## config.mk

```make
export PLATFORM = sky130hd
export DESIGN_NAME = pit_channel
export DESIGN_NICKNAME = d
export VERILOG_FILES = /design/src/rtl/pit_pkg.sv /design/src/rtl/pit_rst_sync.sv /design/src/rtl/pit_ctrl.sv /design/src/rtl/pit_counter.sv /design/src/rtl/pit_channel.sv
export SDC_FILE = /design/constraint.sdc
export NUM_CORES = 1
export LEC_CHECK = 0
export BUFFER_PORTS_ARGS = -buffer_cell sky130_fd_sc_hd__buf_2
export CORE_UTILIZATION = 25
export CTS_CLUSTER_DIAMETER = 60
export DETAILED_ROUTE_END_ITERATION = 7
export PLACE_DENSITY = 0.46
export SLEW_MARGIN = 30
export SYNTH_ARGS = -nofsm -noshare
export SYNTH_HDL_FRONTEND = slang
export SYNTH_HIERARCHICAL = 1
export SYNTH_SLANG_ARGS = --single-unit
```

## constraint.sdc

```tcl
create_clock -name clk -period 2.4 [get_ports clk]
set_input_delay 0.48 -clock clk [delete_from_list [all_inputs] [get_ports clk]]
set_output_delay 0.48 -clock clk [all_outputs]
set_load 0.005 [all_outputs]
```

## src/rtl/pit_pkg.sv

```systemverilog
package pit_pkg;
  localparam int BYTE_W = 8;
  localparam int CNT_W  = 2 * BYTE_W;
  localparam int DIGITS = CNT_W / 4;
  localparam int MODE_W = 3;

  typedef enum logic [1:0] {
    ACC_LATCH = 2'b00,
    ACC_LO    = 2'b01,
    ACC_HI    = 2'b10,
    ACC_LOHI  = 2'b11
  } acc_e;

  typedef struct packed {
    acc_e              acc;
    logic [MODE_W-1:0] mode;
    logic              bcd;
  } ctl_s;

  typedef enum logic [1:0] {
    CE_IDLE,
    CE_ARMED,
    CE_RUN
  } ce_st_e;

  localparam logic [MODE_W-1:0] MODE_ONESHOT = 3'd1;

  // one step down, binary or per-digit decimal with borrow
  function automatic logic [CNT_W-1:0] dec_count(input logic [CNT_W-1:0] v,
                                                 input logic bcd);
    logic [CNT_W-1:0] r;
    logic             borrow;
    r      = v;
    borrow = 1'b1;
    if (!bcd) begin
      r = v - 1'b1;
    end else begin
      for (int d = 0; d < DIGITS; d++) begin
        if (borrow) begin
          if (v[d*4 +: 4] == 4'd0) begin
            r[d*4 +: 4] = 4'd9;
          end else begin
            r[d*4 +: 4] = v[d*4 +: 4] - 4'd1;
            borrow      = 1'b0;
          end
        end
      end
    end
    return r;
  endfunction
endpackage

```

## src/rtl/pit_rst_sync.sv

```systemverilog
module pit_rst_sync #(
  parameter int STAGES = 2
) (
  input  logic clk,
  input  logic rst_n,
  output logic rst_n_sync
);
  logic [STAGES-1:0] sync_q;

  always_ff @(posedge clk or negedge rst_n) begin
    if (!rst_n) sync_q <= '0;
    else        sync_q <= {sync_q[STAGES-2:0], 1'b1};
  end

  assign rst_n_sync = sync_q[STAGES-1];
endmodule

```

## src/rtl/pit_ctrl.sv

```systemverilog
module pit_ctrl
  import pit_pkg::*;
(
  input  logic              clk,
  input  logic              rst_n,
  input  logic              cw_we,
  input  logic              data_we,
  input  logic              data_rd,
  input  logic [BYTE_W-1:0] wdata,
  input  logic              xfer,
  output logic              cw_acc,
  output logic              cw_one_shot,
  output ctl_s              ctl,
  output logic [CNT_W-1:0]  cnt_init,
  output logic              load_pend,
  output logic              pending,
  output logic              rd_sel_hi
);
  ctl_s             ctl_q, ctl_d;
  logic [CNT_W-1:0] cnt_q, cnt_d;
  logic             wr_hi_q, wr_hi_d;
  logic             rd_hi_q, rd_hi_d;
  logic             load_q, load_d;
  logic             pend_q, pend_d;
  logic             ctl_en, cnt_en, ptr_en;

  assign cw_acc      = cw_we && (wdata[5:4] != ACC_LATCH);
  assign cw_one_shot = (wdata[3:1] == MODE_ONESHOT);

  always_comb begin
    ctl_d   = ctl_q;
    cnt_d   = cnt_q;
    wr_hi_d = wr_hi_q;
    rd_hi_d = rd_hi_q;
    load_d  = 1'b0;
    pend_d  = pend_q;
    if (xfer) pend_d = 1'b0;
    if (cw_acc) begin
      ctl_d   = ctl_s'(wdata[5:0]);
      wr_hi_d = 1'b0;
      rd_hi_d = 1'b0;
      pend_d  = 1'b1;
    end else begin
      if (data_we) begin
        pend_d = 1'b1;
        unique case (ctl_q.acc)
          ACC_LO: begin
            cnt_d  = {{BYTE_W{1'b0}}, wdata};
            load_d = 1'b1;
          end
          ACC_HI: begin
            cnt_d  = {wdata, {BYTE_W{1'b0}}};
            load_d = 1'b1;
          end
          ACC_LOHI: begin
            if (!wr_hi_q) begin
              cnt_d[BYTE_W-1:0] = wdata;
              wr_hi_d           = 1'b1;
            end else begin
              cnt_d[CNT_W-1:BYTE_W] = wdata;
              wr_hi_d               = 1'b0;
              load_d                = 1'b1;
            end
          end
          default: ;
        endcase
      end
      if (data_rd && ctl_q.acc == ACC_LOHI) rd_hi_d = !rd_hi_q;
    end
  end

  assign ctl_en = cw_acc;
  assign cnt_en = data_we && !cw_acc;
  assign ptr_en = cw_acc || data_we || data_rd;

  always_ff @(posedge clk or negedge rst_n) begin
    if (!rst_n) begin
      ctl_q   <= '{acc: ACC_LOHI, mode: '0, bcd: 1'b0};
      cnt_q   <= '0;
      wr_hi_q <= 1'b0;
      rd_hi_q <= 1'b0;
      load_q  <= 1'b0;
      pend_q  <= 1'b1;
    end else begin
      if (ctl_en) ctl_q <= ctl_d;
      if (cnt_en) cnt_q <= cnt_d;
      if (ptr_en) begin
        wr_hi_q <= wr_hi_d;
        rd_hi_q <= rd_hi_d;
      end
      load_q <= load_d;
      pend_q <= pend_d;
    end
  end

  assign ctl       = ctl_q;
  assign cnt_init  = cnt_q;
  assign load_pend = load_q;
  assign pending   = pend_q;

  always_comb begin
    unique case (ctl_q.acc)
      ACC_HI:   rd_sel_hi = 1'b1;
      ACC_LOHI: rd_sel_hi = rd_hi_q;
      default:  rd_sel_hi = 1'b0;
    endcase
  end
endmodule

```

## src/rtl/pit_counter.sv

```systemverilog
module pit_counter
  import pit_pkg::*;
(
  input  logic             clk,
  input  logic             rst_n,
  input  logic             gate,
  input  logic             cw_acc,
  input  logic             cw_one_shot,
  input  ctl_s             ctl,
  input  logic             load_pend,
  input  logic [CNT_W-1:0] cnt_init,
  output logic [CNT_W-1:0] ce,
  output logic             out,
  output logic             xfer
);
  logic [CNT_W-1:0] ce_q, ce_d, ce_dec;
  ce_st_e           st_q, st_d;
  logic             out_q, out_d;
  logic             gate_q, rise, one_shot, at_one;

  assign one_shot = (ctl.mode == MODE_ONESHOT);
  assign rise     = gate && !gate_q;
  assign ce_dec   = dec_count(ce_q, ctl.bcd);
  assign at_one   = (ce_q == CNT_W'(1));

  always_comb begin
    ce_d  = ce_q;
    st_d  = st_q;
    out_d = out_q;
    xfer  = 1'b0;
    if (cw_acc) begin
      st_d  = CE_IDLE;
      out_d = cw_one_shot;
    end else if (one_shot) begin
      if (load_pend && st_q == CE_IDLE) st_d = CE_ARMED;
      if (rise && (st_q != CE_IDLE || load_pend)) begin
        ce_d  = cnt_init;
        out_d = 1'b0;
        st_d  = CE_RUN;
        xfer  = 1'b1;
      end else if (st_q == CE_RUN) begin
        ce_d = ce_dec;
        if (at_one) begin
          out_d = 1'b1;
          st_d  = CE_ARMED;
        end
      end
    end else begin
      if (load_pend) begin
        ce_d  = cnt_init;
        out_d = 1'b0;
        st_d  = CE_RUN;
        xfer  = 1'b1;
      end else if (st_q == CE_RUN && gate) begin
        ce_d = ce_dec;
        if (at_one) out_d = 1'b1;
      end
    end
  end

  always_ff @(posedge clk or negedge rst_n) begin
    if (!rst_n) begin
      ce_q   <= '0;
      st_q   <= CE_IDLE;
      out_q  <= 1'b0;
      gate_q <= 1'b0;
    end else begin
      ce_q   <= ce_d;
      st_q   <= st_d;
      out_q  <= out_d;
      gate_q <= gate;
    end
  end

  assign ce  = ce_q;
  assign out = out_q;
endmodule

```

## src/rtl/pit_channel.sv

```systemverilog
module pit_channel
  import pit_pkg::*;
(
  input  logic              clk,
  input  logic              rst_n,
  input  logic              cw_we,
  input  logic              data_we,
  input  logic              data_rd,
  input  logic [BYTE_W-1:0] wdata,
  input  logic              gate,
  output logic              out,
  output logic [BYTE_W-1:0] rdata,
  output logic [CNT_W-1:0]  count,
  output logic [BYTE_W-1:0] status
);
  logic             rst_sync_n;
  logic             cw_acc, cw_one_shot, load_pend, pending, rd_sel_hi, xfer;
  ctl_s             ctl;
  logic [CNT_W-1:0] cnt_init, ce;

  pit_rst_sync #(.STAGES(2)) u_rst (
    .clk        (clk),
    .rst_n      (rst_n),
    .rst_n_sync (rst_sync_n)
  );

  pit_ctrl u_ctrl (
    .clk         (clk),
    .rst_n       (rst_sync_n),
    .cw_we       (cw_we),
    .data_we     (data_we),
    .data_rd     (data_rd),
    .wdata       (wdata),
    .xfer        (xfer),
    .cw_acc      (cw_acc),
    .cw_one_shot (cw_one_shot),
    .ctl         (ctl),
    .cnt_init    (cnt_init),
    .load_pend   (load_pend),
    .pending     (pending),
    .rd_sel_hi   (rd_sel_hi)
  );

  pit_counter u_cnt (
    .clk         (clk),
    .rst_n       (rst_sync_n),
    .gate        (gate),
    .cw_acc      (cw_acc),
    .cw_one_shot (cw_one_shot),
    .ctl         (ctl),
    .load_pend   (load_pend),
    .cnt_init    (cnt_init),
    .ce          (ce),
    .out         (out),
    .xfer        (xfer)
  );

  assign count  = ce;
  assign rdata  = rd_sel_hi ? ce[CNT_W-1:BYTE_W] : ce[BYTE_W-1:0];
  assign status = {out, pending, ctl};
endmodule

```

======== After elaboration in Yosys (flattened, before gate mapping) ========
Index checks and enable logic that the tools add are counted.
operators by class
  $add $sub $neg .......................... 5
  eq/ne operators ......................... 11
  multiplexer cells ....................... 57
  bitwise logic cells ..................... 1
  reduce and logical (&&, ||, !) cells .... 35
operators by type and width
  operator                                               number
  two-way mux 16 bit                                     6
  case mux 16 bit (3 select lines)                       1
  two-way mux 1 bit                                      31
  two-way mux 4 bit                                      7
  two-way mux 8 bit                                      3
  equality test 16 x 1 -> 1 bit (second input constant)  1
  zero test 4 bit                                        4
  subtractor 16 x 1 -> 16 bit (second input constant)    1
  subtractor 4 x 1 -> 4 bit (second input constant)      4
  two-way mux 2 bit                                      7
  nonzero test 3 bit                                     4
  AND reduction 5 bit                                    2
  nonzero test 2 bit                                     5
  logical AND 1 bit                                      7
  equality test 2 bit (second input constant)            3
  equality test 3 x 1 -> 1 bit (second input constant)   2
  AND reduction 3 bit                                    2
  != test 4 bit (second input constant)                  1
  case mux 1 bit (2 select lines)                        2
  AND reduction 2 bit                                    2
  nonzero test 4 bit                                     1
  zero test 1 bit                                        3
  logical OR 1 bit                                       3
  != test 3 bit (second input constant)                  1
  6 further kinds                                        6
word-level totals
  register bits after elaboration ......... 48
  input port bits ......................... 14

======== Depth between registers and ports, before layout ========
Gate-level depths: netlist of run 1.
  word-level depth ........................ 12
  depth in mapped cells ................... 8
  depth with buffers taken out ............ 7

======== Hierarchy ========
Netlist of run 1, hierarchy kept.
modules (own cells, without submodules)
  module        instances  cells an instance  area each (sq um)  seq. area each (sq um)
  pit_counter   1          182                1557.7             500.5
  pit_ctrl      1          131                1378.8             654.4
  pit_channel   1          11                 146.4              0.0
  pit_rst_sync  1          3                  53.8               50.0

======== Worst setup path after synthesis of run 1 ========
No wires, ideal clock.
  path type ............................... register to output
  from .................................... reg u_ctrl.ctl_q, in the netlist u_ctrl/ctl[5]
  to ...................................... out rdata[0]
  data arrival time ....................... 1.829 ns
  required time ........................... 1.920 ns
  path slack .............................. 0.091 ns
  stages on the path, launching flop included .. 7
  path buffers ............................ 3
  cells stage by stage .................... dfstp_2 > ha_1 > clkbuf_1 > clkbuf_1 > a21o_1 > buf_6 > mux2_4
between the ends
  word-level cells in the longest chain between the ends .. 3
  elaborated cells on any way between the ends .. 4
RTL lines
  item                                 RTL line           text
  start: declaration                   pit_ctrl.sv:19     ctl_s ctl_q, ctl_d;
  start signal: assignment             pit_ctrl.sv:78     ctl_q <= '{acc: ACC_LOHI, mode: '0, bcd: 1'b0};
  start signal: assignment             pit_ctrl.sv:85     if (ctl_en) ctl_q <= ctl_d;
  equality test 2 bit                  pit_ctrl.sv:102    unique case (ctl_q.acc)
  case mux 1 bit (2 select lines) (*)  pit_ctrl.sv:102
  net rd_sel_hi                        pit_channel.sv:17  logic cw_acc, cw_one_shot, load_pend, pending, rd_sel_hi, xfer;
  two-way mux 8 bit (*)                pit_channel.sv:59  assign rdata = rd_sel_hi ? ce[CNT_W-1:BYTE_W] : ce[BYTE_W-1:0];
  end: declaration                     pit_channel.sv:12  output logic [BYTE_W-1:0] rdata,
The timed path passes the listed nets; every way through them passes the cells marked *.

======== Final worst setup path of run 1 ========
  from .................................... reg u_ctrl.ctl_q, in the netlist u_ctrl/ctl[4]
  to ...................................... out rdata[5]
The elaborated chain is that of the path after synthesis.

==> results.sh, run 1 <==
export IMPL_ys_ff_latch=48
export IMPL_synth_distinct_cells=72
export IMPL_worstMarginPinSlew_ps=665
export IMPL_fmax_mhz=435
export IMPL_viasPerCell=5.06
export IMPL_slew_headroom_pct=55.6
export IMPL_die_area_mm2=0.0130
export IMPL_mostFrequentLayoutCells="46 x buf_2, 44 x dfrtp_1, 23 x nand2_1"
export IMPL_synth_warnings=6
export IMPL_finalSetupViolCount=0
export IMPL_stdcell_count=540
export IMPL_synth_edf_count=0
export IMPL_status="complete, no violations"
export IMPL_drc=0
export IMPL_nNetsFinal=391
export IMPL_routabilityCongestion=0.778
export IMPL_fin_ws_ps=104
export IMPL_core_area_mm2=0.0121
export IMPL_antenna_left=0
export IMPL_first_pass_iters=4
export IMPL_htreeDepth=2
export IMPL_multi_input_area_mm2=0.00175
export IMPL_wirelength_um=9070
export IMPL_grt_first_pass_wirelength_um=14900
export IMPL_muxShareOfSynthArea_pct=7.22
export IMPL_synth_ff_type="dfrtp_1"
export IMPL_num_antenna_cells=0
export IMPL_final_common_cell="buf_2"
export IMPL_synthArstFlopShare_pct=100
export IMPL_wl_per_cell_um=16.8
export IMPL_avgSynthCellArea_um2=9.59
export IMPL_finalSetupTns_ps=0
export IMPL_min_path_type="flop to async pin"
export IMPL_ios=47
export IMPL_endpoint_kind="output pin"
export IMPL_cts_root_buf="clkbuf_16"
export IMPL_grt_antenna_before_repair=0
export IMPL_vias=2735
export IMPL_n_fill_cell=1340
export IMPL_synth_top_family_by_area="compound AO/OA/AOI/OAI gates"
export IMPL_dpl_cell_count=531
export IMPL_critPathMaxFanout=8
export IMPL_synth_simple_area_share_pct=20.1
export IMPL_cp_required_ps=1920
export IMPL_die_width_um=114
export IMPL_cts_setup_buffers=0
export IMPL_path_clk_slew_ps=60
export IMPL_start_util_pct=25.9
export IMPL_rr_worst_depth=7
export IMPL_synth_compound_area_share_pct=24.5
export IMPL_startpoint_type="flop"
export IMPL_synth_adder_area_share_pct=2.39
export IMPL_drive_gt1_share_pct=26.6
export IMPL_layout_min_cycle_time_ps=2300
export IMPL_regArea_mm2=0.00121
export IMPL_synth_xor_area_share_pct=0.558
export IMPL_criticalPathCategory="flop to output pin"
export IMPL_cap_violations=0
export IMPL_die_h_um=114
export IMPL_syn_inst=327
export IMPL_tritoncts_num_buffers=5
export IMPL_io_buffers=46
export IMPL_rsz0062_at_grt="no"
export IMPL_dp_slack_ps=86.7
export IMPL_syn_nets=347
export IMPL_hold_slack_ps=258
export IMPL_rows=40
export IMPL_syn2layout_area_growth_pct=18.4
export IMPL_fin_crit_sh_pct=95.7
export IMPL_synth_seq_area_share_pct=38.4
export IMPL_grt_usage_pct=14.8
export IMPL_drt_iter0_markers=114
export IMPL_vdd_ir_drop_max_uv=313
export IMPL_clock_latency_ps=290
export IMPL_cts_tree="done"
export IMPL_grt_pass1_vias=2660
export IMPL_final_max_slew_viol_count=0
export IMPL_skew_ps=6.12
export IMPL_powerDensity_mw_per_mm2=963
export IMPL_hold_violations=0
export IMPL_leakage_nw=1.55
export IMPL_grt_ovfl_total=0
export IMPL_place_hpwl_um=6730
export IMPL_grt_max_degree=27
export IMPL_critPathArrivalTime_ps=1820
export IMPL_cts_max_path_buffers=2
export IMPL_synth_area_mm2=0.00314
export IMPL_cts_sinks=48
## cell type report
class / count / share of cell area, %
clock inverters: 1 / 0.202
flip-flops and latches: 48 / 32.5
inverters: 12 / 1.21
repair buffers: 60 / 9.43
clock buffers: 7 / 3.84
multi-input cells: 244 / 47.2
well taps: 168 / 5.66
## per-layer routing
metal	vias to the layer above	track usage [%]	wire length, um	part of all wire (%)
li1	1317	-	-	-
met1	1336	22.4	4580	50
met2	73	21.9	4020	44
met3	9	2.60	381	4.2
met4	0	2.77	96	1.1
met5	-	0	0	0
## path summary, 6_finish.rpt
kind,startpoint,endpoint,slack (ps)
min in group clk,u_rst/sync_q[0],u_rst/sync_q[1],350
max in group asynchronous,u_rst/sync_q[1],u_cnt/ce[7],1540
worst min register to register,u_rst/sync_q[1],u_ctrl/ctl[1],260
worst max register to register,u_cnt/ce[0],u_cnt/ce[8],270
worst max-delay path,u_ctrl/ctl[4],rdata[5],100
worst min-delay path,u_rst/sync_q[1],u_ctrl/ctl[1],260
## per-stage QoR
step	util (%)	area [um2]	power, mW
floorplan	-	3140	2.28
global placement	29.1	3530	2.86
detailed placement	29.1	3530	2.86
CTS	30.5	3700	3.61
global route	30.7	3710	3.86
finish	30.7	3710	3.58
## where the power goes
| part | internal [mW] | switching, mW | leakage, nW |
|---|---|---|---|
| clock network | 0.416 | 0.304 | 0.0701 |
| logic | 0.713 | 0.704 | 0.896 |
| registers | 1.05 | 0.387 | 0.587 |
## cell usage after synthesis (all sizes together), types with 6 or more instances
cell type	number	share of area (%)
mux2	13	5.6
o21ai	20	3.2
ha	6	2.4
o31ai	19	4.7
nor3	16	2.7
a221o	11	3.5
nand2	23	2.8
buf	12	3.4
inv	12	1.4
a21oi	15	2.9
nor2	22	2.7
clkbuf	11	1.8
dfrtp	45	36
o2bb2ai	6	1.7
nand3	11	1.9
## sequential cells by signal (all words and copies together) (netlist names)
| name | flops |
|---|---|
| u_cnt/ce | 16 |
| u_ctrl/rd_hi_q | 1 |
| u_ctrl/pending | 1 |
| u_ctrl/load_pend | 1 |
| u_ctrl/ctl | 6 |
| u_ctrl/wr_hi_q | 1 |
| u_cnt/out | 1 |
| u_cnt/st_q | 2 |
| u_cnt/gate_q | 1 |
| u_rst/sync_q | 2 |
| u_ctrl/cnt_init | 16 |
## cells by family after synthesis
logic type,count (synthesis)
AOI/OAI and AO/OA,104
xor gates and xnor gates,2
adders and majority gates,6
buffers and inverters,35
DFF,48
muxes,18
other,1
and+or+nand+nor,113
## repair_timing
| action | CTS | global route |
|---|---|---|
| hold endpoints to repair | 2 | 0 |
| pin swaps | 0 | 0 |
| setup endpoints to repair | 8 | 5 |
| hold buffers | 1 | 0 |
| gates resized for setup | 3 | 1 |
## critical path, stage by stage (launching register included)
cell and delay [ps]:
dfstp_2 560, inv_1 90, ha_4 190, a21o_4 250, mux2_4 300, buf_2 130
Note: power is estimated with default switching activity, not from simulation.
==> run 2: changes to the inputs <==
--- a/config.mk
+++ b/config.mk
@@ -6,10 +6,10 @@
 export NUM_CORES = 1
 export LEC_CHECK = 0
 export BUFFER_PORTS_ARGS = -buffer_cell sky130_fd_sc_hd__buf_2
-export CORE_UTILIZATION = 25
+export CORE_UTILIZATION = 52
 export CTS_CLUSTER_DIAMETER = 60
 export DETAILED_ROUTE_END_ITERATION = 7
-export PLACE_DENSITY = 0.46
+export PLACE_DENSITY = 0.8
 export SLEW_MARGIN = 30
 export SYNTH_ARGS = -nofsm -noshare
 export SYNTH_HDL_FRONTEND = slang
==> results.sh, run 2 (synthesis results as in run 1) <==
export IMPL_cts_max_path_buffers=2
export IMPL_htreeDepth=2
export IMPL_final_max_slew_viol_count=0
export IMPL_viasPerCell=6.39
export IMPL_worstMarginPinSlew_ps=718
export IMPL_endpoint_kind="output pin"
export IMPL_crit_slowest_cell="dfstp_2"
export IMPL_rrSetupSlack_ps=230
export IMPL_leakage_nw=1.52
export IMPL_finalSetupTns_ps=0
export IMPL_clock_latency_ps=310
export IMPL_critPathMaxStageDelay_ps=560
export IMPL_dpl_cell_count=432
export IMPL_drt_iter0_markers=260
export IMPL_critPathArrivalTime_ps=1840
export IMPL_fin_crit_sh_pct=96.6
export IMPL_cts_root_buf="clkbuf_8"
export IMPL_rr_worst_depth=5
export IMPL_io_buffers=46
export IMPL_startpoint="u_ctrl/ctl[4]"
export IMPL_fmax_mhz=431
export IMPL_grt_usage_pct=26.4
export IMPL_cp_required_ps=1920
export IMPL_die_width_um=79.7
export IMPL_cts_sinks=48
export IMPL_r2r_start="u_ctrl/ctl[5]"
export IMPL_final_core_util_pct=62.1
export IMPL_powerDensity_mw_per_mm2=965
export IMPL_wirelength_um=7880
export IMPL_wl_per_cell_um=17.9
export IMPL_rows=27
export IMPL_routabilityCongestion=0.879
export IMPL_n_fill_cell=478
export IMPL_cts_setup_buffers=0
export IMPL_nNetsFinal=388
export IMPL_core_area_mm2=0.00568
export IMPL_vias=2818
export IMPL_final_common_cell="buf_2"
export IMPL_place_hpwl_um=5640
export IMPL_ios=47
export IMPL_cap_violations=0
export IMPL_dp_slack_ps=153
export IMPL_status="complete, no violations"
export IMPL_skew_ps=9.51
export IMPL_syn2layout_area_growth_pct=12.4
export IMPL_critPathMaxFanout=8
export IMPL_crit_chain="inv_1, ha_4, a21o_4, mux2_4, buf_2"
export IMPL_power_mw=3.40
export IMPL_placed_area_mm2=0.00337
export IMPL_hold_violations=0
export IMPL_num_antenna_cells=0
export IMPL_slew_headroom_pct=52.1
export IMPL_start_util_pct=55.3
export IMPL_cts_tree="done"
export IMPL_min_path_type="flop to async pin"
export IMPL_grt_first_pass_wirelength_um=12500
export IMPL_vdd_ir_drop_max_uv=459
export IMPL_design_area_mm2=0.00352
export IMPL_mostFrequentLayoutCells="46 x buf_2, 44 x dfrtp_1, 23 x nand2_1"
export IMPL_stdcell_count=441
export IMPL_rsz0062_at_grt="no"
export IMPL_antenna_left=0
export IMPL_first_pass_iters=5
export IMPL_die_area_mm2=0.00635
export IMPL_tritoncts_num_buffers=5
export IMPL_fin_ws_ps=80.8
export IMPL_path_clk_slew_ps=100
export IMPL_grt_ovfl_total=0
export IMPL_criticalPathCategory="flop to output pin"
export IMPL_layout_min_cycle_time_ps=2320
export IMPL_grt_antenna_before_repair=0
export IMPL_die_h_um=79.7
export IMPL_grt_pass1_vias=2557
export IMPL_r2r_end="u_ctrl/cnt_init[5]"
export IMPL_hold_slack_ps=266
export IMPL_startpoint_type="flop"
export IMPL_drive_gt1_share_pct=26.3
export IMPL_drc=0
export IMPL_grt_max_degree=27
export IMPL_finalSetupViolCount=0
run 2: changes by cell type in the layout (fill, tap and decap cells not counted):
cell,change
clkbuf_16,-5
clkbuf_8,+4
buf_4,-2
buf_12,-1
bufinv_16,+1
clkbuf_1,-1
inv_6,+1
run 2: timing repair:
action,4_1_cts,5_1_grt
gates resized for setup,3,1
endpoints found under the hold margin,2,0
hold buffers,1,0
endpoints found under the setup margin,8,1
run 2: routing by layer:
layer  vias up  GRT usage [%]  part of all wire [%]
li1       1317              -                     -
met1      1363           35.2                    43
met2       121           41.6                    48
met3        17           4.69                   6.5
met4         0           12.0                   2.4
met5         -              0                     0
run 2: final cells by class:
type                       instances  area, um2  area share, %
clock buffer                       5       68.8           1.95
tap                               72       90.1           2.56
clock inverter                     3       46.3           1.31
sequential                        48       1210           34.2
multi-input combinational        244       1750           49.7
inverter                          12       45.0           1.28
timing repair buffer              57        315           8.95
run 2: worst max path at each step:
stage / depth (start not counted) / to / slack [ps]
after floorplan: 6 / rdata[0] / 90
after global placement: 4 / rdata[2] / 200
after detailed placement: 4 / rdata[1] / 150
after CTS: 5 / rdata[1] / 60
after global routing: 5 / rdata[3] / 7
final: 5 / rdata[6] / 80
run 2: power breakdown:
part / total, mW / internal [mW] / switching (mW) / leakage (nW)
sequential: 1.44 / 1.05 / 0.385 / 0.587
combinational: 1.36 / 0.691 / 0.667 / 0.876
clock: 0.605 / 0.314 / 0.291 / 0.0548
run 2: worst max-delay path, delay by kind of cell (launching register included):
kind            cells  cell delay, ps
compound gates      1             250
fa+ha+maj           1             190
buf+inv             2             220
flops               1             560
mux                 1             300
==> run 3: changes to the inputs <==
--- a/config.mk
+++ b/config.mk
@@ -6,12 +6,11 @@
 export NUM_CORES = 1
 export LEC_CHECK = 0
 export BUFFER_PORTS_ARGS = -buffer_cell sky130_fd_sc_hd__buf_2
-export CORE_UTILIZATION = 52
+export CORE_UTILIZATION = 50
 export CTS_CLUSTER_DIAMETER = 60
 export DETAILED_ROUTE_END_ITERATION = 7
-export PLACE_DENSITY = 0.8
+export PLACE_DENSITY = 0.78
 export SLEW_MARGIN = 30
 export SYNTH_ARGS = -nofsm -noshare
 export SYNTH_HDL_FRONTEND = slang
-export SYNTH_HIERARCHICAL = 1
 export SYNTH_SLANG_ARGS = --single-unit
==> results.sh, run 3 <==
export IMPL_synth_warnings=0
export IMPL_htreeDepth=2
export IMPL_r2r_start="u_cnt.ce[10]"
export IMPL_synth_top_area_share_pct=42.2
export IMPL_num_antenna_cells=0
export IMPL_avgSynthCellArea_um2=8.73
export IMPL_finalSetupViolCount=0
export IMPL_antenna_left=0
export IMPL_die_area_mm2=0.00564
export IMPL_startpoint_type="flop"
export IMPL_syn_inst=306
export IMPL_cts_tree="done"
export IMPL_vdd_ir_drop_max_uv=440
export IMPL_core_area_mm2=0.00514
export IMPL_syn2layout_area_growth_pct=20.1
export IMPL_grt_pass1_vias=2224
export IMPL_skew_ps=4.91
export IMPL_clkPwrFrac_pct=15.7
export IMPL_yosysMostFrequentCell="nand2_1"
export IMPL_endpoint_kind="output pin"
export IMPL_slew_headroom_pct=57.9
export IMPL_clock_latency_ps=300
export IMPL_wirelength_um=6630
export IMPL_drive_gt1_share_pct=24.1
export IMPL_rows=26
export IMPL_synth_ff_type="dfrtp_1"
export IMPL_wl_per_cell_um=15.2
export IMPL_dp_slack_ps=149
export IMPL_placed_area_mm2=0.00307
export IMPL_drc=0
export IMPL_path_clk_slew_ps=90
export IMPL_grt_ovfl_total=0
export IMPL_synth_seq_area_share_pct=45.1
export IMPL_synthTopCellsByArea="dfrtp_1 42%, nand2_1 8.1%, mux2i_1 4.9%, o21ai_1 4.1%, nor2_1 3.1%"
export IMPL_grt_max_degree=38
export IMPL_powerDensity_mw_per_mm2=953
export IMPL_fin_crit_sh_pct=98.3
export IMPL_routabilityCongestion=0.846
export IMPL_synthArstFlopShare_pct=100
export IMPL_rr_worst_depth=5
export IMPL_crit_chain="inv_1, ha_2, a21oi_2, buf_4, mux2_1, buf_2"
export IMPL_fmax_mhz=424
export IMPL_critPathArrivalTime_ps=1880
export IMPL_status="complete, no violations"
export IMPL_cts_root_buf="clkbuf_8"
export IMPL_syn_nets=326
export IMPL_hold_violations=0
export IMPL_drt_iter0_markers=212
export IMPL_pwr_share_seq_pct=41.2
export IMPL_final_max_slew_viol_count=0
export IMPL_crit_slowest_cell="dfstp_2"
export IMPL_cp_required_ps=1920
export IMPL_cp_endpoint="rdata[4]"
export IMPL_die_h_um=75.1
export IMPL_yosys_area_top_type="dfrtp_1"
export IMPL_synth_area_mm2=0.00267
export IMPL_cts_sinks=48
export IMPL_tritoncts_num_buffers=5
export IMPL_min_path_type="flop to async pin"
export IMPL_synth_commonest_cells="58 x nand2_1, 45 x dfrtp_1, 22 x nor2_1, 22 x o21ai_1, 14 x a21oi_1"
export IMPL_die_width_um=75.1
export IMPL_grt_first_pass_wirelength_um=10500
export IMPL_r2r_end="u_cnt.st_q[1]"
export IMPL_final_common_cell="nand2_1"
export IMPL_swShare_pct=39.4
export IMPL_grt_usage_pct=25.1
export IMPL_p_int_mw=1.85
export IMPL_critPathMaxStageDelay_ps=540
export IMPL_switchingPower_mw=1.21
export IMPL_io_buffers=46
export IMPL_ios=47
export IMPL_viasPerCell=5.66
export IMPL_rrSetupSlack_ps=110
export IMPL_cts_max_path_buffers=2
export IMPL_startpoint="u_ctrl.ctl[4]"
export IMPL_power_frac_comb_pct=43.1
export IMPL_layout_min_cycle_time_ps=2360
export IMPL_worstMarginPinSlew_ps=632
export IMPL_fin_ws_ps=41.5
export IMPL_mostFrequentLayoutCells="58 x nand2_1, 46 x buf_2, 44 x dfrtp_1"
export IMPL_nNetsFinal=384
export IMPL_leakage_nw=1.56
export IMPL_ys_ff_latch=48
export IMPL_power_mw=3.06
export IMPL_cap_violations=0
export IMPL_first_pass_iters=5
export IMPL_synth_distinct_cells=51
export IMPL_criticalPathCategory="flop to output pin"
export IMPL_place_hpwl_um=4890
export IMPL_design_area_mm2=0.00321
export IMPL_grt_antenna_before_repair=0
export IMPL_start_util_pct=52.0
export IMPL_synth_edf_count=0
export IMPL_vias=2461
export IMPL_critPathMaxFanout=8
## run 3: changes by cell type in the layout (fill, tap and decap cells not counted), sizes merged, moves of 3 or more
| cell | change |
|---|---|
| mux2i | +8 |
| o21ai | +12 |
| a221o | -11 |
| nand3 | -3 |
| o31ai | -18 |
| nand2 | +35 |
| mux2 | -8 |
| nor3 | -6 |
| buf | +10 |
| a31oi | -3 |
## run 3: layout make-up
cell class,count,area (um2)
Clock buffer,6,72.6
Clock inverter,2,16.3
Fill cell,483,1930
Inverter,11,41.3
Multi-Input combinational cell,231,1380
Sequential cell,48,1210
Tap cell,70,87.6
Timing Repair Buffer,67,403
## run 3: cell families after synthesis
logic type / count (synthesis) / synth area share [%]
compound gates: 75 / 17.5
fa+ha+maj: 6 / 2.81
buf+inv: 27 / 4.12
mux: 18 / 6.98
flops: 48 / 45.1
simple gates: 129 / 22.7
other cells: 1 / 0.140
xor+xnor: 2 / 0.656
## run 3: critical path: cells and delay by family, from the launching register on
family / cells / cell delay (ps)
compound gates: 1 / 110
fa+ha+maj: 1 / 210
buf+inv: 3 / 400
flops: 1 / 540
mux: 1 / 340
## run 3: worst min path at each step
stage / startpoint / to / slack (ps) / depth (start not counted)
after floorplan: rst_n / u_rst.sync_q[0] / 180 / 0
after global placement: u_rst.sync_q[1] / u_ctrl.rd_hi_q / 120 / 0
after detailed placement: u_rst.sync_q[1] / u_ctrl.wr_hi_q / 120 / 0
after CTS: u_rst.sync_q[1] / u_ctrl.wr_hi_q / 130 / 0
after global routing: u_rst.sync_q[1] / u_ctrl.rd_hi_q / 140 / 0
final: u_rst.sync_q[1] / u_ctrl.rd_hi_q / 120 / 0
## run 3: power groups by stage
stage | Sequential, mW | Clock (mW) | Combinational, mW
CTS | 1.26 | 0.488 | 1.30
global route | 1.30 | 0.528 | 1.48
floorplan | 1.24 | 0 | 0.760
finish | 1.26 | 0.481 | 1.32
global placement | 1.26 | 0 | 1.25
detailed placement | 1.27 | 0 | 1.28
## run 3: metrics by stage
step	TNS [ps]	util (%)	hold slack (ps)	std cells
after floorplan	0	-	184	306
after global placement	0	59.7	120	424
after detailed placement	0	59.7	125	424
after CTS	0	61.9	130	434
after global routing	-23.2	62.4	141	435
final	0	62.4	120	435
## run 3: layer usage
metal | vias to the layer above | wire length, um | GRT usage [%]
li1 | 1190 | - | -
met1 | 1172 | 3040 | 34.5
met2 | 86 | 3130 | 41.2
met3 | 13 | 326 | 4.02
met4 | 0 | 133 | 7.13
met5 | - | 0 | 0
## run 3: what timing repair did
item | in CTS | in global routing
gates resized for setup | 2 | 3
gates cloned | 0 | 0
setup buffers | 1 | 1
hold buffers | 1 | 0
setup endpoints to repair | 5 | 7
hold endpoints to repair | 2 | 0
